<file path="config.mk">
export PLATFORM = sky130hd
export DESIGN_NAME = serial_frame_encoder
export DESIGN_NICKNAME = d
export VERILOG_FILES = /design/src/rtl/sfe_pkg.sv /design/src/rtl/sfe_bit_timer.sv /design/src/rtl/sfe_repeat_timer.sv /design/src/rtl/sfe_fetch.sv /design/src/rtl/sfe_sequencer.sv /design/src/rtl/serial_frame_encoder.sv
export SDC_FILE = /design/constraint.sdc
export NUM_CORES = 1
export LEC_CHECK = 0
export ABC_AREA = 1
export BUFFER_PORTS_ARGS = -buffer_cell sky130_fd_sc_hd__clkbuf_2
export CAP_MARGIN = 20
export CORE_ASPECT_RATIO = 0.5
export CORE_MARGIN = 1
export CORE_UTILIZATION = 45
export DETAILED_ROUTE_END_ITERATION = 8
export MAX_ROUTING_LAYER = met4
export RECOVER_POWER = 100
export SLEW_MARGIN = 25
export SYNTH_ARGS = -nofsm -noshare
export SYNTH_HDL_FRONTEND = slang
export SYNTH_SLANG_ARGS = --single-unit
</file>
<file path="constraint.sdc">
create_clock -name clk_i -period 4.68 [get_ports clk_i]
set_input_delay 0.936 -clock clk_i [delete_from_list [all_inputs] [get_ports clk_i]]
set_output_delay 0.936 -clock clk_i [all_outputs]
set_load 0.02 [all_outputs]
</file>
<file path="src/rtl/sfe_pkg.sv">
package sfe_pkg;

    typedef enum logic [2:0] {
        SYM_IDLE,
        SYM_TSS,
        SYM_FSS,
        SYM_BSS_HI,
        SYM_BSS_LO,
        SYM_DATA,
        SYM_FES_LO,
        SYM_FES_HI
    } sym_e;

    // position inside the running symbol: which bit of it is on the line
    typedef struct packed {
        sym_e       sym;
        logic [3:0] pos;
    } slot_t;

    localparam int BYTE_BITS = 8;

    function automatic logic line_level(input sym_e s, input logic data_bit);
        case (s)
            SYM_TSS, SYM_BSS_LO, SYM_FES_LO: line_level = 1'b0;
            SYM_DATA:                        line_level = data_bit;
            default:                         line_level = 1'b1;
        endcase
    endfunction

endpackage

</file>
<file path="src/rtl/sfe_bit_timer.sv">
module sfe_bit_timer #(
    parameter int CLK_PER_BIT = 8
) (
    input  logic clk_i,
    input  logic rst_i,
    input  logic clear_i,
    input  logic run_i,
    output logic tick_o
);
    localparam int CW = (CLK_PER_BIT > 2) ? $clog2(CLK_PER_BIT) : 1;
    localparam logic [CW-1:0] LAST = CW'(CLK_PER_BIT - 1);

    logic [CW-1:0] cnt;

    assign tick_o = run_i && (cnt == LAST);

    always_ff @(posedge clk_i) begin
        if (rst_i || clear_i || !run_i) begin
            cnt <= '0;
        end else if (cnt == LAST) begin
            cnt <= '0;
        end else begin
            cnt <= cnt + 1'b1;
        end
    end
endmodule

</file>
<file path="src/rtl/sfe_repeat_timer.sv">
module sfe_repeat_timer #(
    parameter int unsigned INTERVAL = 250_000_000
) (
    input  logic clk_i,
    input  logic rst_i,
    input  logic restart_i,
    output logic fire_o
);
    localparam int CW = $clog2(INTERVAL + 1);
    localparam logic [CW-1:0] LIMIT = CW'(INTERVAL - 1);

    logic [CW-1:0] cnt;

    assign fire_o = (cnt == LIMIT);

    always_ff @(posedge clk_i) begin
        if (rst_i || restart_i) begin
            cnt <= '0;
        end else if (cnt != LIMIT) begin
            cnt <= cnt + 1'b1;
        end
    end
endmodule

</file>
<file path="src/rtl/sfe_fetch.sv">
module sfe_fetch #(
    parameter int ADDR_W = 9
) (
    input  logic              clk_i,
    input  logic              rst_i,
    input  logic              req_i,
    input  logic [ADDR_W-1:0] req_addr_i,
    output logic              mem_rd_o,
    output logic [ADDR_W-1:0] mem_addr_o,
    input  logic [7:0]        mem_data_i,
    output logic [7:0]        byte_o
);
    logic rd_q;

    always_ff @(posedge clk_i) begin
        if (rst_i) begin
            mem_rd_o   <= 1'b0;
            mem_addr_o <= '0;
            rd_q       <= 1'b0;
            byte_o     <= '0;
        end else begin
            mem_rd_o <= req_i;
            rd_q     <= mem_rd_o;
            if (req_i) mem_addr_o <= req_addr_i;
            if (rd_q)  byte_o     <= mem_data_i;
        end
    end
endmodule

</file>
<file path="src/rtl/sfe_sequencer.sv">
module sfe_sequencer
    import sfe_pkg::*;
#(
    parameter int TSS_BITS = 5,
    parameter int ADDR_W   = 9
) (
    input  logic              clk_i,
    input  logic              rst_i,
    input  logic              accept_i,
    input  logic [ADDR_W:0]   len_i,
    input  logic              tick_i,
    input  logic [7:0]        byte_i,
    output logic              req_o,
    output logic [ADDR_W-1:0] req_addr_o,
    output logic              tx_o,
    output logic              busy_o,
    output logic              done_o
);
    localparam int LEN_W = ADDR_W + 1;
    localparam logic [3:0] TSS_LAST  = 4'(TSS_BITS - 1);
    localparam logic [3:0] BYTE_LAST = 4'(BYTE_BITS - 1);

    slot_t            slot_q, slot_n;
    logic [LEN_W-1:0] idx_q, idx_n, len_q, idx_inc;
    logic [7:0]       sh_q, sh_n;
    logic             done_n;

    assign idx_inc = idx_q + LEN_W'(1);
    assign busy_o  = (slot_q.sym != SYM_IDLE);

    always_comb begin
        slot_n     = slot_q;
        idx_n      = idx_q;
        sh_n       = sh_q;
        req_o      = 1'b0;
        req_addr_o = '0;
        done_n     = 1'b0;
        if (accept_i && slot_q.sym == SYM_IDLE) begin
            slot_n = '{sym: SYM_TSS, pos: 4'd0};
            idx_n  = '0;
        end else if (tick_i) begin
            case (slot_q.sym)
                SYM_TSS: begin
                    if (slot_q.pos == TSS_LAST) slot_n = '{sym: SYM_FSS, pos: 4'd0};
                    else                        slot_n.pos = slot_q.pos + 4'd1;
                end
                SYM_FSS: begin
                    if (len_q == '0) begin
                        slot_n = '{sym: SYM_FES_LO, pos: 4'd0};
                    end else begin
                        slot_n = '{sym: SYM_BSS_HI, pos: 4'd0};
                        req_o  = 1'b1;
                    end
                end
                SYM_BSS_HI: slot_n = '{sym: SYM_BSS_LO, pos: 4'd0};
                SYM_BSS_LO: begin
                    slot_n = '{sym: SYM_DATA, pos: 4'd0};
                    sh_n   = byte_i;
                end
                SYM_DATA: begin
                    if (slot_q.pos == BYTE_LAST) begin
                        idx_n = idx_inc;
                        if (idx_inc == len_q) begin
                            slot_n = '{sym: SYM_FES_LO, pos: 4'd0};
                        end else begin
                            slot_n     = '{sym: SYM_BSS_HI, pos: 4'd0};
                            req_o      = 1'b1;
                            req_addr_o = idx_inc[ADDR_W-1:0];
                        end
                    end else begin
                        slot_n.pos = slot_q.pos + 4'd1;
                        sh_n       = {sh_q[6:0], 1'b0};
                    end
                end
                SYM_FES_LO: slot_n = '{sym: SYM_FES_HI, pos: 4'd0};
                SYM_FES_HI: begin
                    slot_n = '{sym: SYM_IDLE, pos: 4'd0};
                    done_n = 1'b1;
                end
                default: slot_n = '{sym: SYM_IDLE, pos: 4'd0};
            endcase
        end
    end

    always_ff @(posedge clk_i) begin
        if (rst_i) begin
            slot_q <= '{sym: SYM_IDLE, pos: 4'd0};
            idx_q  <= '0;
            len_q  <= '0;
            sh_q   <= '0;
            tx_o   <= 1'b1;
            done_o <= 1'b0;
        end else begin
            slot_q <= slot_n;
            idx_q  <= idx_n;
            sh_q   <= sh_n;
            tx_o   <= line_level(slot_n.sym, sh_n[7]);
            done_o <= done_n;
            if (accept_i && slot_q.sym == SYM_IDLE) len_q <= len_i;
        end
    end
endmodule

</file>
<file path="src/rtl/serial_frame_encoder.sv">
module serial_frame_encoder #(
    parameter int          CLK_PER_BIT   = 8,
    parameter int          TSS_BITS      = 5,
    parameter int          ADDR_W        = 9,
    parameter int unsigned REPEAT_CYCLES = 250_000_000
) (
    input  logic              clk_i,
    input  logic              rst_i,
    input  logic              start_i,
    input  logic [ADDR_W:0]   frame_len_i,
    output logic              mem_rd_o,
    output logic [ADDR_W-1:0] mem_addr_o,
    input  logic [7:0]        mem_data_i,
    output logic              tx_o,
    output logic              busy_o,
    output logic              done_o
);
    logic              accept, tick, fire, req;
    logic [ADDR_W-1:0] req_addr;
    logic [7:0]        fetched;

    assign accept = (start_i || fire) && !busy_o;

    sfe_repeat_timer #(.INTERVAL(REPEAT_CYCLES)) u_rep (
        .clk_i(clk_i), .rst_i(rst_i), .restart_i(accept), .fire_o(fire)
    );

    sfe_bit_timer #(.CLK_PER_BIT(CLK_PER_BIT)) u_bit (
        .clk_i(clk_i), .rst_i(rst_i), .clear_i(accept), .run_i(busy_o), .tick_o(tick)
    );

    sfe_fetch #(.ADDR_W(ADDR_W)) u_fetch (
        .clk_i(clk_i), .rst_i(rst_i), .req_i(req), .req_addr_i(req_addr),
        .mem_rd_o(mem_rd_o), .mem_addr_o(mem_addr_o), .mem_data_i(mem_data_i),
        .byte_o(fetched)
    );

    sfe_sequencer #(.TSS_BITS(TSS_BITS), .ADDR_W(ADDR_W)) u_seq (
        .clk_i(clk_i), .rst_i(rst_i), .accept_i(accept), .len_i(frame_len_i),
        .tick_i(tick), .byte_i(fetched), .req_o(req), .req_addr_o(req_addr),
        .tx_o(tx_o), .busy_o(busy_o), .done_o(done_o)
    );
endmodule

</file>
======== Word-level counts from Yosys, hierarchy flattened ========
Cells that the tools add are included.
word-level totals
  bits of input ports ..................... 21
  logic and storage cells ................. 81
  register bits ........................... 87
  output and inout bits ................... 13
cells by class
  reductions and logical operators ........ 17
  bitwise logic cells ..................... 2
  muxes and demuxes ....................... 26
  add/sub/neg operators ................... 4
  eq/ne operators ......................... 18
operators by type and width
  operator               count
  $mux 9                 5
  $pmux 7 s6             1
  $add 28x1->28 const B  1
  $eq 28x28->1 const B   1
  $mux 7                 4
  $ne 28x28->1 const B   1
  $eq 3x3->1 const B     8
  $mux 8                 3
  $pmux 8 s2             1
  $add 10x1->10 const B  1
  $eq 10x10->1           1
  $logic_not 10->1       1
  $eq 4x3->1 const B     2
  $mux 4                 2
  $eq 3x1->1 const B     2
  $eq 3x2->1 const B     2
  $mux 1                 6
  $mux 3                 2
  $reduce_or 3->1        2
  $add 4x1->4 const B    1
  $pmux 1 s2             2
  $reduce_and 4->1       1
  $reduce_or 2->1        2
  $add 3x1->3 const B    1
  9 further kinds        14

======== Logic depth before layout (Yosys ltp) ========
Gate-level depths: netlist of the first run.
  depth in word-level cells ............... 10
  mapped depth ............................ 18
  depth with buffers taken out ............ 18

======== Hierarchy ========
Synthesis of the first run repeated with hierarchy kept, for this count alone.
unflattened totals
  cells, all modules ...................... 738
  area, all modules ....................... 4899.7 um^2
modules (own cells, without submodules)
  module                instances  area each (um^2)  cells an instance  seq. area each (um^2)
  sfe_sequencer         1          2120.8            311                740.7
  sfe_repeat_timer      1          1860.5            295                560.5
  sfe_fetch             1          779.5             114                380.4
  sfe_bit_timer         1          131.4             16                 60.1
  serial_frame_encoder  1          7.5               2                  0.0

======== Worst setup path after synthesis of the first run ========
Ideal clock, no wire load.
  path type ............................... flip-flop to flip-flop
  start ................................... reg u_seq.idx_q[0]
  end ..................................... reg u_fetch.mem_addr_o[2]
  stages on the path, launching flop included .. 16
  required time ........................... 4.565 ns
  setup time .............................. 0.115 ns
  clock period less this slack ............ 1.927 ns
  path buffers ............................ 0
  arrival time ............................ 1.812 ns
  setup slack ............................. 2.753 ns
  path through ............................ dfxtp_1 ha_1 nand2_2 clkinv_1 nand3_1 nand2_1 and2_4 nor2_2 nor2_1 nand3_2 nand2_2 nand2_2 nand2_4 nor2_8 nand2_4 o21ai_2
on the way
  word-level cells in the longest chain between the ends .. 7
  elaborated cells on any way between the ends .. 12
  classes of those cells .................. add/sub: 1; eq/ne: 1; mux: 10
ends and longest elaborated chain
  element                               line                 RTL
  start, declared                       sfe_sequencer.sv:24  logic [LEN_W-1:0] idx_q, idx_n, len_q, idx_inc;
  start signal, assigned                sfe_sequencer.sv:95  idx_q <= idx_n;
  $add 10x1->10 *                       sfe_sequencer.sv:28  assign idx_inc = idx_q + LEN_W'(1);
  $eq 10x10->1                          sfe_sequencer.sv:63  if (idx_inc == len_q) begin
  $mux 1 or $mux 9 (tied branches)      sfe_sequencer.sv:63
  $mux 1 or $mux 9 (tied branches)      sfe_sequencer.sv:61  if (slot_q.pos == BYTE_LAST) begin
  $pmux 1 s2 or $mux 9 (tied branches)  sfe_sequencer.sv:42  case (slot_q.sym)
  $mux 1 or $mux 9 (tied branches)      sfe_sequencer.sv:41  end else if (tick_i) begin
  $mux 1 or $mux 9 (tied branches)      sfe_sequencer.sv:38  if (accept_i && slot_q.sym == SYM_IDLE) begin
  end signal, assigned                  sfe_fetch.sv:24      if (req_i) mem_addr_o <= req_addr_i;
  end, declared                         sfe_fetch.sv:9       output logic [ADDR_W-1:0] mem_addr_o,
Mark *: on every way between the ends. The rest lies on a longest branch, timed or not.
A chain may end at the register's enable or synchronous reset.

======== Worst setup path after layout of the first run ========
  start ................................... reg u_rep.cnt[0]
  end ..................................... reg u_rep.cnt[13]
on the way
  word-level cells in the longest chain between the ends .. 4
  elaborated cells on any way between the ends .. 6
  classes of those cells .................. add/sub: 1; eq/ne: 2; reduce/logical: 3
ends and longest elaborated chain
  element                                                                line                    RTL
  start, declared                                                        sfe_repeat_timer.sv:12  logic [CW-1:0] cnt;
  start signal, assigned                                                 sfe_repeat_timer.sv:20  cnt <= cnt + 1'b1;
  parallel branches: the longest is 4 deep, another holds $add 28x1->28  n/a
Several ways; the timed one is not identified.

==> results of run 1 <==
power groups by stage:
stage	Clock (mW)	Combinational (mW)	Sequential, mW
final	0.737	0.0728	0.760
after global routing	0.792	0.0837	0.761
after CTS	0.758	0.0759	0.760
after detailed placement	0	0.0755	0.776
after global placement	0	0.0756	0.776
after floorplan	0	0.0556	0.775
critical path, stage by stage (launching register included):
cell                      delay (ps)
sky130_fd_sc_hd__dfxtp_1         390
sky130_fd_sc_hd__ha_1            290
sky130_fd_sc_hd__nand3_1         160
sky130_fd_sc_hd__nor3_1          220
sky130_fd_sc_hd__nand2_1         130
sky130_fd_sc_hd__inv_1            90
sky130_fd_sc_hd__or2_0           180
sky130_fd_sc_hd__nand2_1         310
sky130_fd_sc_hd__inv_1           250
sky130_fd_sc_hd__nor2_1          130
sky130_fd_sc_hd__inv_1           960
sky130_fd_sc_hd__nor2_1          100
cells by family after synthesis:
family                   after synthesis  share of synthesized area
AO/OA/AOI/OAI                        102                     0.1354
flip-flops                            87                     0.4002
buffers and inverters                 98                    0.09057
XOR/XNOR                              12                    0.02415
AND/OR/NAND/NOR                      322                     0.3324
adder cells (fa/ha/maj)                6                    0.01725
layer usage:
| layer | global-route usage | wire length [µm] |
|---|---|---|
| met5 | - | 0 |
| met4 | 0.06039 | 79 |
| met3 | 0.04947 | 415 |
| met2 | 0.3482 | 4290 |
| met1 | 0.2957 | 5368 |
synthesized netlist by cell type, types with 2 or more instances:
library cell               instances  share of area
sky130_fd_sc_hd__nand2_1         131           0.11
sky130_fd_sc_hd__a22oi_1           7          0.012
sky130_fd_sc_hd__dfxtp_1          87           0.40
sky130_fd_sc_hd__buf_6             3         0.0078
sky130_fd_sc_hd__o21ai_0          32          0.037
sky130_fd_sc_hd__o21ai_2           8          0.016
sky130_fd_sc_hd__a21oi_1          46          0.053
sky130_fd_sc_hd__a211oi_1          3         0.0052
sky130_fd_sc_hd__inv_2             2         0.0017
sky130_fd_sc_hd__nor2_2            3         0.0043
sky130_fd_sc_hd__xor2_1           11          0.022
sky130_fd_sc_hd__nor2_1           83          0.072
sky130_fd_sc_hd__nor3_1           19          0.022
sky130_fd_sc_hd__nand2_4           2         0.0052
sky130_fd_sc_hd__nor4_1            7          0.010
sky130_fd_sc_hd__nand3_1          45          0.052
sky130_fd_sc_hd__nor2_4            2         0.0052
sky130_fd_sc_hd__nand4_1          13          0.019
sky130_fd_sc_hd__nand2_2           5         0.0072
sky130_fd_sc_hd__clkinv_1          2         0.0017
sky130_fd_sc_hd__clkbuf_1          5         0.0043
sky130_fd_sc_hd__or2_2             3         0.0043
sky130_fd_sc_hd__inv_1            83          0.072
sky130_fd_sc_hd__ha_1              6          0.017
sky130_fd_sc_hd__buf_2             3         0.0034
sky130_fd_sc_hd__or2_1             2         0.0029
path summary, 6_finish.rpt:
kind	startpoint	to	slack (ps)	cells after the start
worst max register to register	u_rep.cnt[0]$_SDFFE_PP0N_	u_rep.cnt[13]$_SDFFE_PP0N_	1300	11
worst max-delay path	u_rep.cnt[0]$_SDFFE_PP0N_	u_rep.cnt[13]$_SDFFE_PP0N_	1300	11
worst min-delay path	u_fetch.mem_rd_o$_SDFF_PP0_	u_fetch.rd_q$_SDFF_PP0_	420	2
worst min register to register	u_fetch.mem_rd_o$_SDFF_PP0_	u_fetch.rd_q$_SDFF_PP0_	420	2
sequential cells by signal, indices dropped and copies added, names as in the netlist:
register	count
u_seq.idx_q	10
u_bit.cnt	3
u_fetch.mem_addr_o	9
u_fetch.rd_q	1
u_rep.cnt	28
u_seq.done_o	1
u_fetch.byte_o	8
u_seq.tx_o	1
u_seq.slot_q	7
u_fetch.mem_rd_o	1
u_seq.sh_q	8
u_seq.len_q	10
placed cells by master (no fill, tap or decap), drive strengths merged, types with 7 or more instances in the layout:
master / netlist / layout
nand2: 138 / 138
nor2: 89 / 89
dfxtp: 87 / 87
inv: 85 / 85
nand3: 46 / 46
a21oi: 46 / 46
clkbuf: 5 / 45
o21ai: 40 / 40
nor3: 19 / 19
nand4: 14 / 14
xor2: 11 / 11
nor4: 7 / 7
a22oi: 7 / 7
cell type report:
cell class	count	area, µm²	share of cell area
clock buffers	12	256.5	0.05285
clock inverters	4	53.80	0.01109
inverters	87	326.6	0.06729
multi-input cells	442	2165	0.4460
flip-flops and latches	87	1742	0.3589
well taps	130	162.7	0.03351
repair buffers	33	147.6	0.03042
per-stage QoR:
step | cells | hold slack [ps]
detailed placement | 779 | 412.2
floorplan | 627 | 399.2
CTS | 795 | 423.9
finish | 795 | 421.7
global route | 795 | 449.4
global placement | 779 | 413.2
==> summary by stage, run 1 <==
Die
The die covers between 10000 and 15000 µm². The number of cell rows is 24. 34 I/O pins were placed. The effective utilization at floorplan is 0.4815. The height of the chip is around 72 µm. The die is 141.1 µm wide. The region available for standard cell placement spans about 9000 µm².

Clocking
TritonCTS built the clock tree. The post-cts gate resize count is 0. The number of hold buffers added after CTS is 0. The post-CTS setup buffer count is 0. The clock latency on the worst-skew pair is about 340 ps. Clock-pin slew was measured on the worst setup and hold paths at approximately 60 ps.

The H-tree depth reported by CTS is 3. The number of sinks handled by clock tree synthesis is 87. In this run the clock root is driven by a sky130_fd_sc_hd__clkbuf_16. In this run the deepest clock path goes through 2 buffers. The number of clock buffers added by TritonCTS is 9.

Detailed routing
The count of nets left with antenna violations once routing finished came out at 0. Dividing the detail-routed wire length by the instance count gives ~13 µm. The total DRC errors in the routed layout is 0.

Using the TritonRoute via totals, the vias-per-cell ratio works out to around 5. The vias after detailed routing is 3951. The starting DRC count in detailed routing is between 200 and 250. After detailed routing, the total wire length is slightly above 10000 µm. The first TritonRoute pass finished after 5 iterations.

Placed design
After detailed placement, the total cell area comes to 4612 µm². The total half-perimeter wirelength after legalization and detailed placement is about 7600 µm. Input and output buffers added on the ports amount to 33. The final weighted congestion in routability-driven placement is around 0.9. At the placement stage, the worst setup path has a slack of a little over 2000 ps.

Timing
The slew of the pin with the lowest slew margin is 1249 ps. The setup TNS is 0 ps. The setup clock skew after layout is roughly 6.2 ps. Static timing analysis puts the maximum clock frequency at 295.8 MHz. The share of the clock period used by the worst path after layout is 0.7223. The number of hold violations in the final report was 0. The time the final worst path needs with I/O delays and setup is 3380 ps. Setup repair after global routing left no endpoint under its margin. The relative slew slack is 0.1662. The total of endpoints with negative setup slack in the final report is 0. The max-slew violation count is 0.

In the post-route analysis, the smallest setup slack over all paths is 1300 ps.

Global route
Entering global routing, the biggest net connects 40 pins. The initial antenna violation count is 0. The global routing usage summed across all routing layers is 0.2242. Global routing finished with a remaining overflow of 0.

The via count of the first global-routing pass is approximately 3700. The global-route wire length before repair is between 15000 and 20000 µm.

Power and ir drop
In this run the power density over the cells is roughly 320 nW/µm². The clock group share of total power is 0.470. Overall power consumption after layout is estimated at 1.570 mW. The share of total power dissipated in combinational logic is 0.046.

The internal portion of the total power is 1.219 mW. The switching share of power is 0.2233. The reported leakage power is about 1.8 nW. The analysis attributes to net switching a power of approximately 350 µW. The share of total power dissipated in sequential elements is 0.484. The worst voltage drop across the vdd grid is 171.1 µV.

Worst setup path
STA classifies the critical path startpoint as a flop. The data required time at the worst endpoint is a little under 5000 ps. The setup path with the least slack is of type flop to flop. Data arrives at the worst endpoint at 3560 ps. STA classifies the critical path endpoint as a flop. The maximum net fanout on the critical path is 39.

Flow run
The reported max-cap violation count is 0.

Status
The flow ran to the end, and the final reports show no timing, DRC or antenna violations.

Logic synthesis
The synthesized design contains 0 enable-type register cells. The flip-flop cell with the highest count after synthesis is sky130_fd_sc_hd__dfxtp_1. The synthesized area per cell is just under 7 µm². In the synthesized netlist, the number of instances is 627. Counting every net in the synthesized netlist gives 654. For this run, the register share of the synthesized area comes to 0.4002. The async set-reset flop share out of synthesis is 0. The cell area after synthesis is roughly 4400 µm². The count of state elements after synthesis is slightly below 90. The number of distinct library cell variants in the gate-level netlist after synthesis is 40. Yosys printed 0 warnings.

Cells and area
The layout-stage area growth over the synthesis result is 11.53%. The number of diodes added for antenna fixing is 0. The number of nets in the finished design is about 690. Once layout is complete, the utilization of the core stands at 0.5370. After routing the design area is just under 5000 µm². The share of post-route cells with drive strength above 1 is 0.07368.

The layout has around 920 filler cells.

Worst hold path
The type of the most critical hold path is flop to flop.
(Power assumes the default switching activity.)
==> inputs of run 2 (changes only) <==
==> constraint.sdc (replaced) <==
create_clock -name clk_i -period 3.15 [get_ports clk_i]
set_input_delay 0.63 -clock clk_i [delete_from_list [all_inputs] [get_ports clk_i]]
set_output_delay 0.63 -clock clk_i [all_outputs]
set_load 0.02 [all_outputs]
==> summary by stage, run 2 (synthesis results as in run 1) <==
Status
Outcome: complete, no violations (unchanged).

Worst setup path
Worst-path cell chain: ha_1, nand2_1, clkinv_1, nand3_1, nand2_1, and2_4, nor2_2, nor2_1, nand3_1, nand2_1, nand2_2, nand2_1, nor2_8, nand2_2, o21ai_2 (was ha_1, nand3_1, nor3_1, nand2_1, inv_1, or2_0, nand2_1, inv_1, nor2_1, inv_1, nor2_1). The data required time at the worst endpoint is 3430 ps (was 4860 ps). The setup slack of the worst register-to-register path was 490 ps (was 1300 ps). The category of the critical setup timing path is flop to flop (unchanged). The type of element launching the critical path was a flop (unchanged). The master of the slowest instance on the critical path is sky130_fd_sc_hd__dfxtp_1 (was sky130_fd_sc_hd__inv_1). The most numerous cell on the critical path is sky130_fd_sc_hd__nand2_1 (was sky130_fd_sc_hd__inv_1). The largest delay contributor family on the critical path is simple AND/OR/NAND/NOR gates (was buffers and inverters).

The number of cells on the worst reg-to-reg path is 15 (was 11). The worst flop-to-flop path startpoint is u_seq.idx_q[0]$_SDFFE_PP0P_ (was u_rep.cnt[0]$_SDFFE_PP0N_). The delay contributed by the slowest stage of the critical path is 380 ps (was 960 ps). The maximum net fanout on the critical path is 10 (was 39). The capturing element type of the critical path is a flop (unchanged). The end of the worst register-to-register path is u_fetch.mem_addr_o[4]$_SDFFE_PP0P_ (was u_rep.cnt[13]$_SDFFE_PP0N_). The signal arrival time at the worst endpoint is 2940 ps (was 3560 ps). The number of buffer and inverter instances along the worst setup path came to 1 (was 3).

Worst hold path
The worst hold path endpoint is u_bit.cnt[0]$_SDFF_PP0_ (was u_fetch.rd_q$_SDFF_PP0_). The instance count along the most critical hold path is 1 (was 2). The startpoint of the worst hold path is u_bit.cnt[0]$_SDFF_PP0_ (was u_fetch.mem_rd_o$_SDFF_PP0_). The type of the most critical hold path is flop to flop (unchanged).

Die
The number of cell rows is 24 (unchanged). The effective utilization at floorplan is 0.4815 (unchanged). The die width is 141.1 µm (unchanged). The die area was 10090 µm² (unchanged). The core area is 9039 µm² (unchanged). The height of the chip was 71.54 µm (unchanged). The number of top-level pins is 34 (unchanged).

Global route
The initial antenna violation count is 0 (unchanged). The global routing usage summed across all routing layers is 0.2290 (was 0.2242). The global-route wire length before repair is 17550 µm (was 17200 µm). The via count of the first global-routing pass came to 3672 (was 3684). The global route total overflow is 0 (unchanged). The pin count of the biggest net entering global routing came to 27 (was 40).

Cells and area
The number of diodes added for antenna fixing was 0 (unchanged). The largest register by flop count is u_rep.cnt (unchanged). The share of post-route cells with drive strength above 1 came to 0.08670 (was 0.07368).

The most common cell after layout, fill and taps aside is sky130_fd_sc_hd__nand2_1 (unchanged). The number of nets in the finished design was 691 (was 687). Regs by FF count: u_rep.cnt (28), u_seq.idx_q (10), u_seq.len_q (10) (unchanged).

Leading cell types in the layout, fill and taps excluded: 134 x sky130_fd_sc_hd__nand2_1, 87 x sky130_fd_sc_hd__dfxtp_1, 84 x sky130_fd_sc_hd__nor2_1, 84 x sky130_fd_sc_hd__inv_1 (was 136 x sky130_fd_sc_hd__nand2_1, 87 x sky130_fd_sc_hd__dfxtp_1, 85 x sky130_fd_sc_hd__nor2_1, 85 x sky130_fd_sc_hd__inv_1). The number of flip-flops under the largest register name is 28 (unchanged). The layout-stage area growth over the synthesis result is 12.10% (was 11.53%).

Detailed routing
The routed length per instance was 12.65 µm (was 12.77 µm). The starting DRC count in detailed routing is 152 (was 224). The number of iterations in the first detailed-routing pass is 4 (was 5). The number of routed nets with antenna violations was 0 (unchanged). The total length of routed wires is 10110 µm (was 10150 µm). The total DRC errors in the routed layout is 0 (unchanged). The vias after detailed routing was 3920 (was 3951). The detail-routed via count per cell is 4.906 (was 4.970).

Timing
The number of hold violations in the final report is 0 (unchanged). The setup clock skew after layout is 5.287 ps (was 6.240 ps). The setup TNS was 0 ps (unchanged). The relative slew slack came to 0.5118 (was 0.1662). Setup repair after global routing missed its margin: no (unchanged). The total of endpoints with negative setup slack in the final report was 0 (unchanged). The final setup slack of the worst path came to 485.6 ps (was 1300 ps).

The time the final worst path needs with I/O delays and setup was 2664 ps (was 3380 ps). The slew of the pin with the lowest slew margin was 732.4 ps (was 1249 ps). The max-slew violation count is 0 (unchanged). The maximum achievable frequency is 375.3 MHz (was 295.8 MHz). The final-layout worst hold slack was 421.1 ps (was 421.7 ps).

The share of the clock period used by the worst path after layout was 0.8458 (was 0.7223).

Placed design
The post-placement setup slack is 710.1 ps (was 2058 ps). The port buffer count is 33 (unchanged). The final weighted congestion in routability-driven placement is 0.8766 (was 0.9027).

The total half-perimeter wirelength after legalization and detailed placement is 7702 µm (was 7573 µm).

Clocking
The worst-case clock buffer depth was 2 (unchanged). The total clock buffers created by CTS is 9 (unchanged). The number of sinks handled by clock tree synthesis is 87 (unchanged). The clock latency on the worst-skew pair was 340 ps (about the same). The CTS tree is yes (unchanged).

The clock transition at the registers of the reported paths came to 60 ps (about the same). The post-CTS setup buffer count is 0 (unchanged). The H-tree depth reported by CTS was 3 (unchanged). The post-cts gate resize count is 0 (unchanged). The number of hold buffers added after CTS came to 0 (unchanged). The root cell of the clock tree is sky130_fd_sc_hd__clkbuf_16 (unchanged).

Flow run
The reported max-cap violation count was 0 (unchanged).

Power and ir drop
The total power is 2.248 mW (was 1.570 mW). The reported leakage power was 1.772 nW (was 1.770 nW). The worst voltage drop across the vdd grid came to 241.2 µV (was 171.1 µV). The power density over cell area was 460.9 nW/µm² (was 323.5 nW/µm²).
[run 2: cell type report]
cell class	instances	area (µm²)
Fill cell	908	4160
Tap cell	130	162.7
Sequential cell	87	1742
Timing Repair Buffer	37	178.9
Multi-Input combinational cell	442	2191
Inverter	87	326.6
Clock buffer	12	246.5
Clock inverter	4	31.28
[run 2: per-layer routing]
| layer | global-route usage | up-vias | part of all wire |
|---|---|---|---|
| met5 | - | - | 0 |
| met4 | 0.07126 | 0 | 0.013 |
| met3 | 0.05749 | 11 | 0.045 |
| met2 | 0.3416 | 80 | 0.42 |
| met1 | 0.3053 | 1714 | 0.52 |
| li1 | - | 2115 | - |
[run 2: power breakdown]
part           internal (mW)  switching (mW)
clock                  0.558           0.448
sequential              1.12          0.0119
combinational         0.0392          0.0742
total                   1.71           0.534
[run 2: metrics by stage]
step	area, µm²	cells	util
3_5_place_dp	4654	783	0.5150
3_3_place_gp	4654	783	0.5150
5_1_grt	4878	799	0.5397
2_1_floorplan	4352	627	-
4_1_cts	4932	799	0.5457
6_report	4878	799	0.5397
[run 2: worst max-delay path by stage]
stage                                      startpoint                                  to  depth (start not counted)
after CTS                   u_rep.cnt[0]$_SDFFE_PP0N_          u_rep.cnt[17]$_SDFFE_PP0N_                         12
final                     u_seq.idx_q[0]$_SDFFE_PP0P_  u_fetch.mem_addr_o[4]$_SDFFE_PP0P_                         15
after floorplan           u_seq.idx_q[0]$_SDFFE_PP0P_  u_fetch.mem_addr_o[2]$_SDFFE_PP0P_                         15
after global placement      u_rep.cnt[0]$_SDFFE_PP0N_          u_rep.cnt[13]$_SDFFE_PP0N_                         12
after global routing        u_rep.cnt[0]$_SDFFE_PP0N_          u_rep.cnt[13]$_SDFFE_PP0N_                         12
after detailed placement    u_rep.cnt[0]$_SDFFE_PP0N_          u_rep.cnt[13]$_SDFFE_PP0N_                         12
==> inputs of run 3 (changes only) <==
--- a/config.mk
+++ b/config.mk
@@ -13,6 +13,7 @@
 export CORE_UTILIZATION = 45
 export DETAILED_ROUTE_END_ITERATION = 8
 export MAX_ROUTING_LAYER = met4
+export PLACE_DENSITY = 0.65
 export RECOVER_POWER = 100
 export SLEW_MARGIN = 25
 export SYNTH_ARGS = -nofsm -noshare
==> constraint.sdc (replaced) <==
create_clock -name clk_i -period 2.3 [get_ports clk_i]
set_input_delay 0.46 -clock clk_i [delete_from_list [all_inputs] [get_ports clk_i]]
set_output_delay 0.46 -clock clk_i [all_outputs]
set_load 0.02 [all_outputs]
==> summary by stage, run 3 (synthesis results as in run 1) <==
Global route
The global routing usage summed across all routing layers is 0.2256 (was 0.2290). The via count of the first global-routing pass was 3646 (was 3672). The initial antenna violation count is 0 (unchanged).

The global-route wire length before repair came to 17300 µm (was 17550 µm). The global route total overflow is 0 (unchanged). The pin count of the biggest net entering global routing is 31 (was 27).

Cells and area
The total area of sequential cells came to 1744 µm² (was 1742 µm²). The area of combinational cells with multiple inputs is 2211 µm² (was 2191 µm²). Leading cell types in the layout, fill and taps excluded: 132 x sky130_fd_sc_hd__nand2_1, 85 x sky130_fd_sc_hd__dfxtp_1, 83 x sky130_fd_sc_hd__nor2_1, 83 x sky130_fd_sc_hd__inv_1, 46 x sky130_fd_sc_hd__a21oi_1 (was 134 x sky130_fd_sc_hd__nand2_1, 87 x sky130_fd_sc_hd__dfxtp_1, 84 x sky130_fd_sc_hd__nor2_1, 84 x sky130_fd_sc_hd__inv_1).

The fill cell total of the finished layout is 883 (was 908). The share of post-route cells with drive strength above 1 was 0.1215 (was 0.08670). The number of diodes added for antenna fixing is 0 (unchanged). Regs by FF count: u_rep.cnt (28), u_seq.idx_q (10), u_seq.len_q (10) (unchanged). The layout-stage area growth over the synthesis result is 15.99% (was 12.10%). The largest register by flop count is u_rep.cnt (unchanged). The most common cell after layout, fill and taps aside is sky130_fd_sc_hd__nand2_1 (unchanged).

The final instance area is 5047 µm² (was 4878 µm²). The number of flip-flops under the largest register name is 28 (unchanged). The number of nets in the finished design was 705 (was 691).

Clocking
The CTS tree is yes (unchanged). The number of sinks handled by clock tree synthesis is 87 (unchanged). The number of hold buffers added after CTS is 0 (unchanged).

The H-tree depth reported by CTS was 3 (unchanged). The root cell of the clock tree is sky130_fd_sc_hd__clkbuf_16 (unchanged). The clock latency on the worst-skew pair is 340 ps (about the same). The total clock buffers created by CTS is 9 (unchanged). The clock transition at the registers of the reported paths is 70 ps (was 60 ps). The worst-case clock buffer depth was 2 (unchanged).

Status
Outcome: complete, no violations (unchanged).

Die
The core area is 9039 µm² (unchanged). The die width is 141.1 µm (unchanged). The die area came to 10090 µm² (unchanged). The number of top-level pins is 34 (unchanged).

The number of cell rows is 24 (unchanged). The height of the chip is 71.54 µm (unchanged). The effective utilization at floorplan is 0.4815 (unchanged).

Timing
The maximum achievable frequency is 477.3 MHz (was 375.3 MHz). The setup clock skew after layout is 8.255 ps (was 5.287 ps). The slew of the pin with the lowest slew margin is 714.1 ps (was 732.4 ps).

The total of endpoints with negative setup slack in the final report is 0 (unchanged). The relative slew slack is 0.5240 (was 0.5118). Setup repair after global routing missed its margin: no (unchanged). The max-slew violation count is 0 (unchanged). The number of hold violations in the final report came to 0 (unchanged).

The share of the clock period used by the worst path after layout is 0.9109 (was 0.8458). The setup TNS came to 0 ps (unchanged). The time the final worst path needs with I/O delays and setup is 2095 ps (was 2664 ps).

Detailed routing
The starting DRC count in detailed routing is 286 (was 152). The routed length on met2 was 4475 µm (was 4228 µm). The number of iterations in the first detailed-routing pass was 4 (unchanged). The routed length per instance came to 12.90 µm (was 12.65 µm).

The vias after detailed routing came to 4107 (was 3920). The total DRC errors in the routed layout is 0 (unchanged). The detail-routed via count per cell is 5.052 (was 4.906). The total length of routed wires came to 10480 µm (was 10110 µm). The number of routed nets with antenna violations was 0 (unchanged).

The top routing layer in use was met4 (unchanged). The met3 wire length is 443 µm (was 451 µm). The post-route met1 wirelength is 5434 µm (was 5294 µm).

Worst setup path
The master of the slowest instance on the critical path is sky130_fd_sc_hd__dfxtp_2 (was sky130_fd_sc_hd__dfxtp_1). The delay contributed by the slowest stage of the critical path is 390 ps (was 380 ps). The category of the critical setup timing path is flop to flop (unchanged). The maximum net fanout on the critical path came to 8 (was 10). The number of buffer and inverter instances along the worst setup path is 1 (unchanged). The capturing element type of the critical path is a flop (unchanged). The type of element launching the critical path is a flop (unchanged).

The signal arrival time at the worst endpoint is 2330 ps (was 2940 ps). The data required time at the worst endpoint is 2540 ps (was 3430 ps). The largest delay contributor family on the critical path is simple AND/OR/NAND/NOR gates (unchanged). Worst-path cell chain: ha_2, nand2_2, clkinv_1, nand3_1, nand2_1, nand2_1, nand2_1, nand3_1, nor2_1, nand3_2, nand2_2, nand2_2, nand2_4, nor2_8, nand2_4, o21ai_2 (was ha_1, nand2_1, clkinv_1, nand3_1, nand2_1, and2_4, nor2_2, nor2_1, nand3_1, nand2_1, nand2_2, nand2_1, nor2_8, nand2_2, o21ai_2).

Placed design
The final weighted congestion in routability-driven placement is 0.9100 (was 0.8766). The port buffer count came to 33 (unchanged). The cell area after placement came to 4745 µm² (was 4654 µm²). The total half-perimeter wirelength after legalization and detailed placement was 7966 µm (was 7702 µm).

Power and ir drop
The worst voltage drop across the vdd grid is 309.3 µV (was 241.2 µV). The clock group share of total power came to 0.465 (was 0.448). The combinational share of power is 0.052 (was 0.050). The net switching power of the design is 759.6 µW (was 534.2 µW). The power density over cell area is 633.9 nW/µm² (was 460.9 nW/µm²). The switching share of power was 0.2374 (was 0.2376). The sequential power share is 0.483 (was 0.502). The reported leakage power is 1.887 nW (was 1.772 nW). The total internal power is 2.440 mW (was 1.714 mW).

Flow run
The reported max-cap violation count was 0 (unchanged).

Worst hold path
The type of the most critical hold path is input port to flop (was flop to flop).
==> run 3: what timing repair did <==
action	4_1_cts	5_1_grt
resized for setup	0	3
buffers inserted	0	2
endpoints found under the setup margin	0	11
==> run 3: worst reg2reg max path, stage by stage (launching register included) <==
cell,delay (ps)
sky130_fd_sc_hd__dfxtp_2,390
sky130_fd_sc_hd__ha_2,220
sky130_fd_sc_hd__nand2_2,80
sky130_fd_sc_hd__clkinv_1,120
sky130_fd_sc_hd__nand3_1,100
sky130_fd_sc_hd__nand2_1,90
sky130_fd_sc_hd__nand2_1,50
sky130_fd_sc_hd__nand2_1,50
sky130_fd_sc_hd__nand3_1,70
sky130_fd_sc_hd__nor2_1,160
sky130_fd_sc_hd__nand3_2,130
sky130_fd_sc_hd__nand2_2,100
sky130_fd_sc_hd__nand2_2,60
sky130_fd_sc_hd__nand2_4,120
sky130_fd_sc_hd__nor2_8,50
sky130_fd_sc_hd__nand2_4,130
sky130_fd_sc_hd__o21ai_2,60
==> run 3: through the flow <==
step	hold slack, ps	cells	setup WS (ps)	util	power [mW]
after floorplan	399.2	627	373.0	-	1.691
after global placement	412.7	795	161.3	0.5249	1.750
after detailed placement	445.2	795	83.02	0.5249	1.750
after CTS	326.5	811	66.49	0.5586	3.243
after global routing	336.5	813	2.315	0.5584	3.321
final	332.7	813	204.8	0.5584	3.200
==> run 3: final cells by class <==
| cell class | instances | share of cell area |
|---|---|---|
| Clock buffer | 9 | 0.04462 |
| Clock inverter | 7 | 0.01562 |
| Inverter | 87 | 0.06470 |
| Multi-Input combinational cell | 442 | 0.4380 |
| Sequential cell | 87 | 0.3456 |
| Tap cell | 130 | 0.03223 |
| Timing Repair Buffer | 51 | 0.05925 |
==> run 3: final timing paths <==
kind,from,end,slack [ps],cells past startpoint
hold reg to reg,u_bit.cnt[0]$_SDFF_PP0_,u_bit.cnt[0]$_SDFF_PP0_,450,1
hold / removal,mem_data_i[6],u_fetch.byte_o[6]$_SDFFE_PP0P_,330,3
setup reg to reg,u_seq.idx_q[0]$_SDFFE_PP0P_,u_fetch.mem_addr_o[0]$_SDFFE_PP0P_,200,16
setup / recovery,u_seq.idx_q[0]$_SDFFE_PP0P_,u_fetch.mem_addr_o[0]$_SDFFE_PP0P_,200,16
==> run 3: routing by layer <==
metal / vias to the layer above / GRT usage
met5: - / -
li1: 2148 / -
met3: 13 / 0.05816
met2: 97 / 0.3328
met4: 0 / 0.07971
met1: 1849 / 0.2992
==> run 3: power by group through the flow <==
stage               combinational [mW]  sequential (mW)  clock, mW
detailed placement               0.169             1.58          0
floorplan                        0.113             1.58          0
CTS                              0.170             1.55       1.53
global route                     0.188             1.55       1.58
global placement                 0.169             1.58          0
finish                           0.166             1.55       1.49
